===== src/rtl/pfd_pkg.sv =====
package pfd_pkg;

    parameter int unsigned ERR_W  = 10;
    parameter int unsigned QUAL_W = 4;

    typedef enum logic [1:0] {
        LEAD_NONE = 2'd0,
        LEAD_REF  = 2'd1,
        LEAD_VCO  = 2'd2
    } lead_e;

    typedef struct packed {
        logic             valid;
        logic             in_win;
        logic [ERR_W-1:0] err;
    } cmp_t;

    function automatic logic [ERR_W-1:0] err_step(input logic [ERR_W-1:0] v);
        return (&v) ? v : v + 1'b1;
    endfunction

    function automatic logic [QUAL_W-1:0] hit_step(input logic [QUAL_W-1:0] v);
        return (&v) ? v : v + 1'b1;
    endfunction

endpackage


===== src/rtl/pfd_edge_det.sv =====
module pfd_edge_det #(
    parameter int unsigned LANES = 2
) (
    input  logic             clk,
    input  logic             rst,
    input  logic [LANES-1:0] lvl,
    output logic [LANES-1:0] rise
);
    logic [LANES-1:0] prev_q;

    for (genvar g = 0; g < LANES; g++) begin : g_lane
        always_ff @(posedge clk) begin
            if (rst) prev_q[g] <= 1'b1;
            else     prev_q[g] <= lvl[g];
        end
        assign rise[g] = lvl[g] & ~prev_q[g];
    end

endmodule


===== src/rtl/pfd_phase_core.sv =====
module pfd_phase_core
    import pfd_pkg::*;
(
    input  logic             clk,
    input  logic             rst,
    input  logic             ref_rise,
    input  logic             vco_rise,
    input  logic [ERR_W-1:0] win,
    output logic             pulse_low,
    output logic             pulse_high,
    output cmp_t             cmp
);
    lead_e            lead_q;
    logic [ERR_W-1:0] elapsed_q;

    always_ff @(posedge clk) begin
        if (rst) begin
            lead_q    <= LEAD_NONE;
            elapsed_q <= '0;
        end else begin
            unique case (lead_q)
                LEAD_NONE: begin
                    if (ref_rise && !vco_rise) begin
                        lead_q    <= LEAD_REF;
                        elapsed_q <= {{(ERR_W-1){1'b0}}, 1'b1};
                    end else if (vco_rise && !ref_rise) begin
                        lead_q    <= LEAD_VCO;
                        elapsed_q <= {{(ERR_W-1){1'b0}}, 1'b1};
                    end
                end
                LEAD_REF: begin
                    if (vco_rise) begin
                        lead_q    <= LEAD_NONE;
                        elapsed_q <= '0;
                    end else begin
                        elapsed_q <= err_step(elapsed_q);
                    end
                end
                LEAD_VCO: begin
                    if (ref_rise) begin
                        lead_q    <= LEAD_NONE;
                        elapsed_q <= '0;
                    end else begin
                        elapsed_q <= err_step(elapsed_q);
                    end
                end
                default: begin
                    lead_q    <= LEAD_NONE;
                    elapsed_q <= '0;
                end
            endcase
        end
    end

    always_comb begin
        cmp.valid  = ((lead_q == LEAD_NONE) && ref_rise && vco_rise) ||
                     ((lead_q == LEAD_REF)  && vco_rise) ||
                     ((lead_q == LEAD_VCO)  && ref_rise);
        cmp.err    = (lead_q == LEAD_NONE) ? '0 : elapsed_q;
        cmp.in_win = (cmp.err <= win);
    end

    assign pulse_low  = (lead_q == LEAD_REF) && (elapsed_q > win);
    assign pulse_high = (lead_q == LEAD_VCO) && (elapsed_q > win);

endmodule


===== src/rtl/pfd_lock_qual.sv =====
module pfd_lock_qual
    import pfd_pkg::*;
(
    input  logic              clk,
    input  logic              rst,
    input  cmp_t              cmp,
    input  logic [QUAL_W-1:0] need,
    output logic              locked
);
    logic [QUAL_W-1:0] hits_q;
    logic [QUAL_W-1:0] hits_nxt;
    logic [QUAL_W-1:0] target;

    assign target   = (need == '0) ? {{(QUAL_W-1){1'b0}}, 1'b1} : need;
    assign hits_nxt = hit_step(hits_q);

    always_ff @(posedge clk) begin
        if (rst) begin
            hits_q <= '0;
            locked <= 1'b0;
        end else if (cmp.valid) begin
            if (cmp.in_win) begin
                hits_q <= hits_nxt;
                locked <= locked | (hits_nxt >= target);
            end else begin
                hits_q <= '0;
                locked <= 1'b0;
            end
        end
    end

endmodule


===== src/rtl/pfd_lock_top.sv =====
module pfd_lock_top
    import pfd_pkg::*;
(
    input  logic              clk,
    input  logic              rst,
    input  logic              ref_in,
    input  logic              vco_in,
    input  logic [ERR_W-1:0]  win_cycles,
    input  logic [QUAL_W-1:0] lock_count,
    output logic              drv_high,
    output logic              drv_low,
    output logic              float_out,
    output logic              lock_pull
);
    localparam int unsigned LANES = 2;

    logic [LANES-1:0] rise;
    cmp_t             cmp_w;
    logic             cmp_valid;
    logic             cmp_in_win;

    pfd_edge_det #(.LANES(LANES)) u_edge (
        .clk  (clk),
        .rst  (rst),
        .lvl  ({vco_in, ref_in}),
        .rise (rise)
    );

    pfd_phase_core u_core (
        .clk        (clk),
        .rst        (rst),
        .ref_rise   (rise[0]),
        .vco_rise   (rise[1]),
        .win        (win_cycles),
        .pulse_low  (drv_low),
        .pulse_high (drv_high),
        .cmp        (cmp_w)
    );

    pfd_lock_qual u_qual (
        .clk    (clk),
        .rst    (rst),
        .cmp    (cmp_w),
        .need   (lock_count),
        .locked (lock_pull)
    );

    assign cmp_valid  = cmp_w.valid;
    assign cmp_in_win = cmp_w.in_win;
    assign float_out  = ~(drv_high | drv_low);

endmodule


===== config.mk =====
export PLATFORM = sky130hd
export DESIGN_NAME = pfd_lock_top
export DESIGN_NICKNAME = d
export VERILOG_FILES = /design/src/rtl/pfd_pkg.sv /design/src/rtl/pfd_edge_det.sv /design/src/rtl/pfd_phase_core.sv /design/src/rtl/pfd_lock_qual.sv /design/src/rtl/pfd_lock_top.sv
export SDC_FILE = /design/constraint.sdc
export NUM_CORES = 1
export LEC_CHECK = 0
export ABC_AREA = 1
export CORE_UTILIZATION = 40
export CTS_CLUSTER_SIZE = 20
export DETAILED_ROUTE_END_ITERATION = 16
export GPL_ROUTABILITY_DRIVEN = 0
export GPL_TIMING_DRIVEN = 0
export PLACE_DENSITY_LB_ADDON = 0.15
export REMOVE_ABC_BUFFERS = 1
export SETUP_SLACK_MARGIN = 0.2
export SLEW_MARGIN = 40
export SYNTH_ARGS = -nofsm -noshare
export SYNTH_HDL_FRONTEND = slang
export SYNTH_SLANG_ARGS = --single-unit

===== constraint.sdc =====
create_clock -name clk -period 2 [get_ports clk]
set_clock_uncertainty 0.1 [all_clocks]
set_input_delay 0.2 -clock clk [delete_from_list [all_inputs] [get_ports clk]]
set_output_delay 0.2 -clock clk [all_outputs]
set_load 0.01 [all_outputs]

==> impl_metrics.yaml <==
setup_path:
  worstPathCellList: "nor2_4, buf_12, nor2_4, ha_4, nand2_4, nor2_4, nand2_1, nor2_1, nor2_1, nand2_1, nand2_2, nor2_2"
  crit_type: "reg2reg"
  cp-start-kind: "flop"
  slowest_delay_ps: 360
  reg2reg_depth: 12
  crit_family: "simple AND/OR/NAND/NOR gates"
  cp_num_buf_inv: 1
  crit_slowest_cell: "dfxtp_4"
  endpoint_kind: "flop"
  rrSetupSlack_ps: 80
  timing.rr.end: "u_qual.hits_q[0]$_SDFFE_PP0P_"
  reg2reg_from: "u_core.lead_q[1]$_SDFFE_PP0P_"
  crit_fanout: 6
  worstPathArrival_ps: 2020
  cpMostUsedCell: "nor2_4"
  cp.required_ps: 2100
synth:
  yosys-top-cells-area: "dfxtp_1 22%, ha_1 19%, nand2_1 16%"
  synthesis.area_sq_mm: 0.00175
  synth_top_area_share_pct: 21.7
  syn_area_per_cell_sq_um: 6.24
  synth_cell_types: 26
  synthFlopType: "dfxtp_1"
  synth_cells: 281
  synthArstFlopShare_pct: 0
  synth_largest_area_cell: "dfxtp_1"
  synth_seq_area_share_pct: 21.7
  synth_warnings: 0
  synth_edf_count: 0
  synth_seq_cells: 19
routing:
  drt_iter0_drc: 51
  remaining_drc_errors: 0
  vias_per_cell: 4.91
  first_pass_iters: 4
  wl_mm: 4.33
  drtAntennaViolNets: 0
  avgRoutedWirePerCell_um: 11.7
  vias: 1818
min_path:
  hold_path_depth: 2
  min-delay-start: "u_core.elapsed_q[8]$_SDFFE_PP0P_"
  whs_endpoint: "u_core.elapsed_q[8]$_SDFFE_PP0P_"
  hold_class: "reg2reg"
power:
  leakagePower_nw: 1.13
  p_total_mw: 0.925
  power_density_mw_per_mm2: 365
  ir_drop_uv: 655
placement:
  numPortBuffers: 21
  dp_hpwl_mm: 2.95
floorplanning:
  start_util_pct: 42.6
  dieHeight_um: 68.2
  core-area_sq_mm: 0.00412
  pin_count: 22
  die_x_um: 68.2
  die_area_sq_mm: 0.00465
  rows: 23
timing:
  hold_viol: 0
  maxSlewViolCount: 0
  worstMarginPinSlew_ps: 309
  finalCriticalPeriod_ps: 1920
  max_freq_ghz: 0.520
  slew_headroom_pct: 79.3
  timing.hold.ws_ps: 407
  setup_viol: 0
  rsz0062_at_grt: "true"
  final.period_utilization_pct: 96.2
clock_network:
  cts_buffer_depth: 2
  numCtsBuffers: 3
  clk-insertion-delay-late_ps: 260
  clkTransAtPathRegs_ps: 70
  htree_levels: 1
  cts.hold.buffers_added: 0
  root_buffer: "clkbuf_8"
  cts_tree: "done"
  cts_sinks: 19
global_route:
  grt_max_degree: 11
  grt.overflow.total: 0
  grt_pass1_wl_mm: 7.27
  grt_pass1_vias: 1696
  grtUsageTotal_pct: 20.5
  antenna_found_initial: 0
job:
  cap_violations: 0
cells_and_area:
  drive_gt1_share_pct: 33.1
  diodes: 0
  final_nets: 365
  area_growth_pct: 44.3
run_status:
  status: "finished clean"
==> layout by cell type (no fill, tap or decap), types with 11 or more instances in the layout <==
cell / count
ha_4: 13
nor2_1: 23
inv_2: 12
ha_1: 12
nand2_2: 14
nand2_1: 61
inv_1: 41
buf_4: 12
o21ai_0: 11
nand3_1: 17
==> worst min-delay path: stages, from the launching register on <==
cell     delay (ps)
dfxtp_2         350
nand2_1          70
a21oi_1          60
==> report_power, final <==
| group | internal (mW) | total [mW] | switching [mW] |
|---|---|---|---|
| Combinational | 0.119 | 0.261 | 0.142 |
| Clock | 0.142 | 0.270 | 0.129 |
| Sequential | 0.381 | 0.393 | 0.0130 |
| Total | 0.641 | 0.925 | 0.284 |
==> registers in the layout (all words and copies together) (netlist names) <==
| name | cells |
|---|---|
| u_qual.hits_q | 4 |
| u_core.lead_q | 2 |
| u_core.elapsed_q | 10 |
| u_edge.prev_q | 2 |
| u_qual.locked | 1 |
==> cell usage after synthesis (all sizes together) (2+ instances only) <==
cell type / count
dfxtp: 19
nand4: 2
o21ai: 16
inv: 53
ha: 26
o211ai: 2
o21bai: 2
nor2: 39
nand2: 77
nand3: 24
a21oi: 14
==> cells by family (layout without fill, tap and decap cells) <==
family | count (synthesis) | after routing | synth area share, %
flip-flops | 19 | 19 | 21.7
buffers and inverters | 54 | 93 | 11.6
adder cells (fa/ha/maj) | 26 | 26 | 18.5
XOR/XNOR | 1 | 1 | 0.499
AND/OR/NAND/NOR | 145 | 145 | 35.6
AO/OA/AOI/OAI | 36 | 36 | 12.1
==> timing repair <==
item / CTS / global route
buffers inserted: 11 / 4
pin swaps: 23 / 27
gates resized for setup: 81 / 32
endpoints found under the setup margin: 8 / 10
==> routing by layer <==
layer	track usage [%]	vias to the layer above	wire, um
met4	2.08	0	12
met5	0	-	0
met1	26.1	815	2080
met3	3.50	2	151
met2	36.6	35	2090
li1	-	966	-
==> how the worst max path moves through the flow <==
| stage | endpoint | cells past startpoint | slack [ps] | from |
|---|---|---|---|---|
| 6_report | u_qual.hits_q[0]$_SDFFE_PP0P_ | 12 | 80 | u_core.lead_q[1]$_SDFFE_PP0P_ |
| 5_1_grt | u_qual.hits_q[0]$_SDFFE_PP0P_ | 12 | -40 | u_core.lead_q[1]$_SDFFE_PP0P_ |
| 4_1_cts | drv_low | 8 | 120 | u_core.elapsed_q[6]$_SDFFE_PP0P_ |
| 3_5_place_dp | drv_low | 10 | -490 | win_cycles[5] |
| 3_3_place_gp | drv_low | 10 | -490 | win_cycles[5] |
| 2_1_floorplan | u_qual.hits_q[3]$_SDFFE_PP0P_ | 10 | 80 | u_core.lead_q[1]$_SDFFE_PP0P_ |
==> area by class of cell <==
type	count	area (sq um)
Tap cell	50	62.6
Sequential cell	19	418
Fill cell	384	1580
Timing Repair Buffer	36	317
Inverter	53	199
Clock buffer	4	45.0
Multi-Input combinational cell	208	1490
==> per-stage QoR <==
step,utilization (%),TNS [ps],cell area (sq um),cells,setup WS [ps]
floorplan,-,0,1750,280,81.8
global placement,49.1,-3700,2020,351,-488
detailed placement,49.2,-2590,2020,351,-491
CTS,58.0,0,2390,366,120
global route,61.5,-78.1,2530,370,-39.9
finish,61.5,0,2530,370,76.2
(Power assumes the default switching activity.)
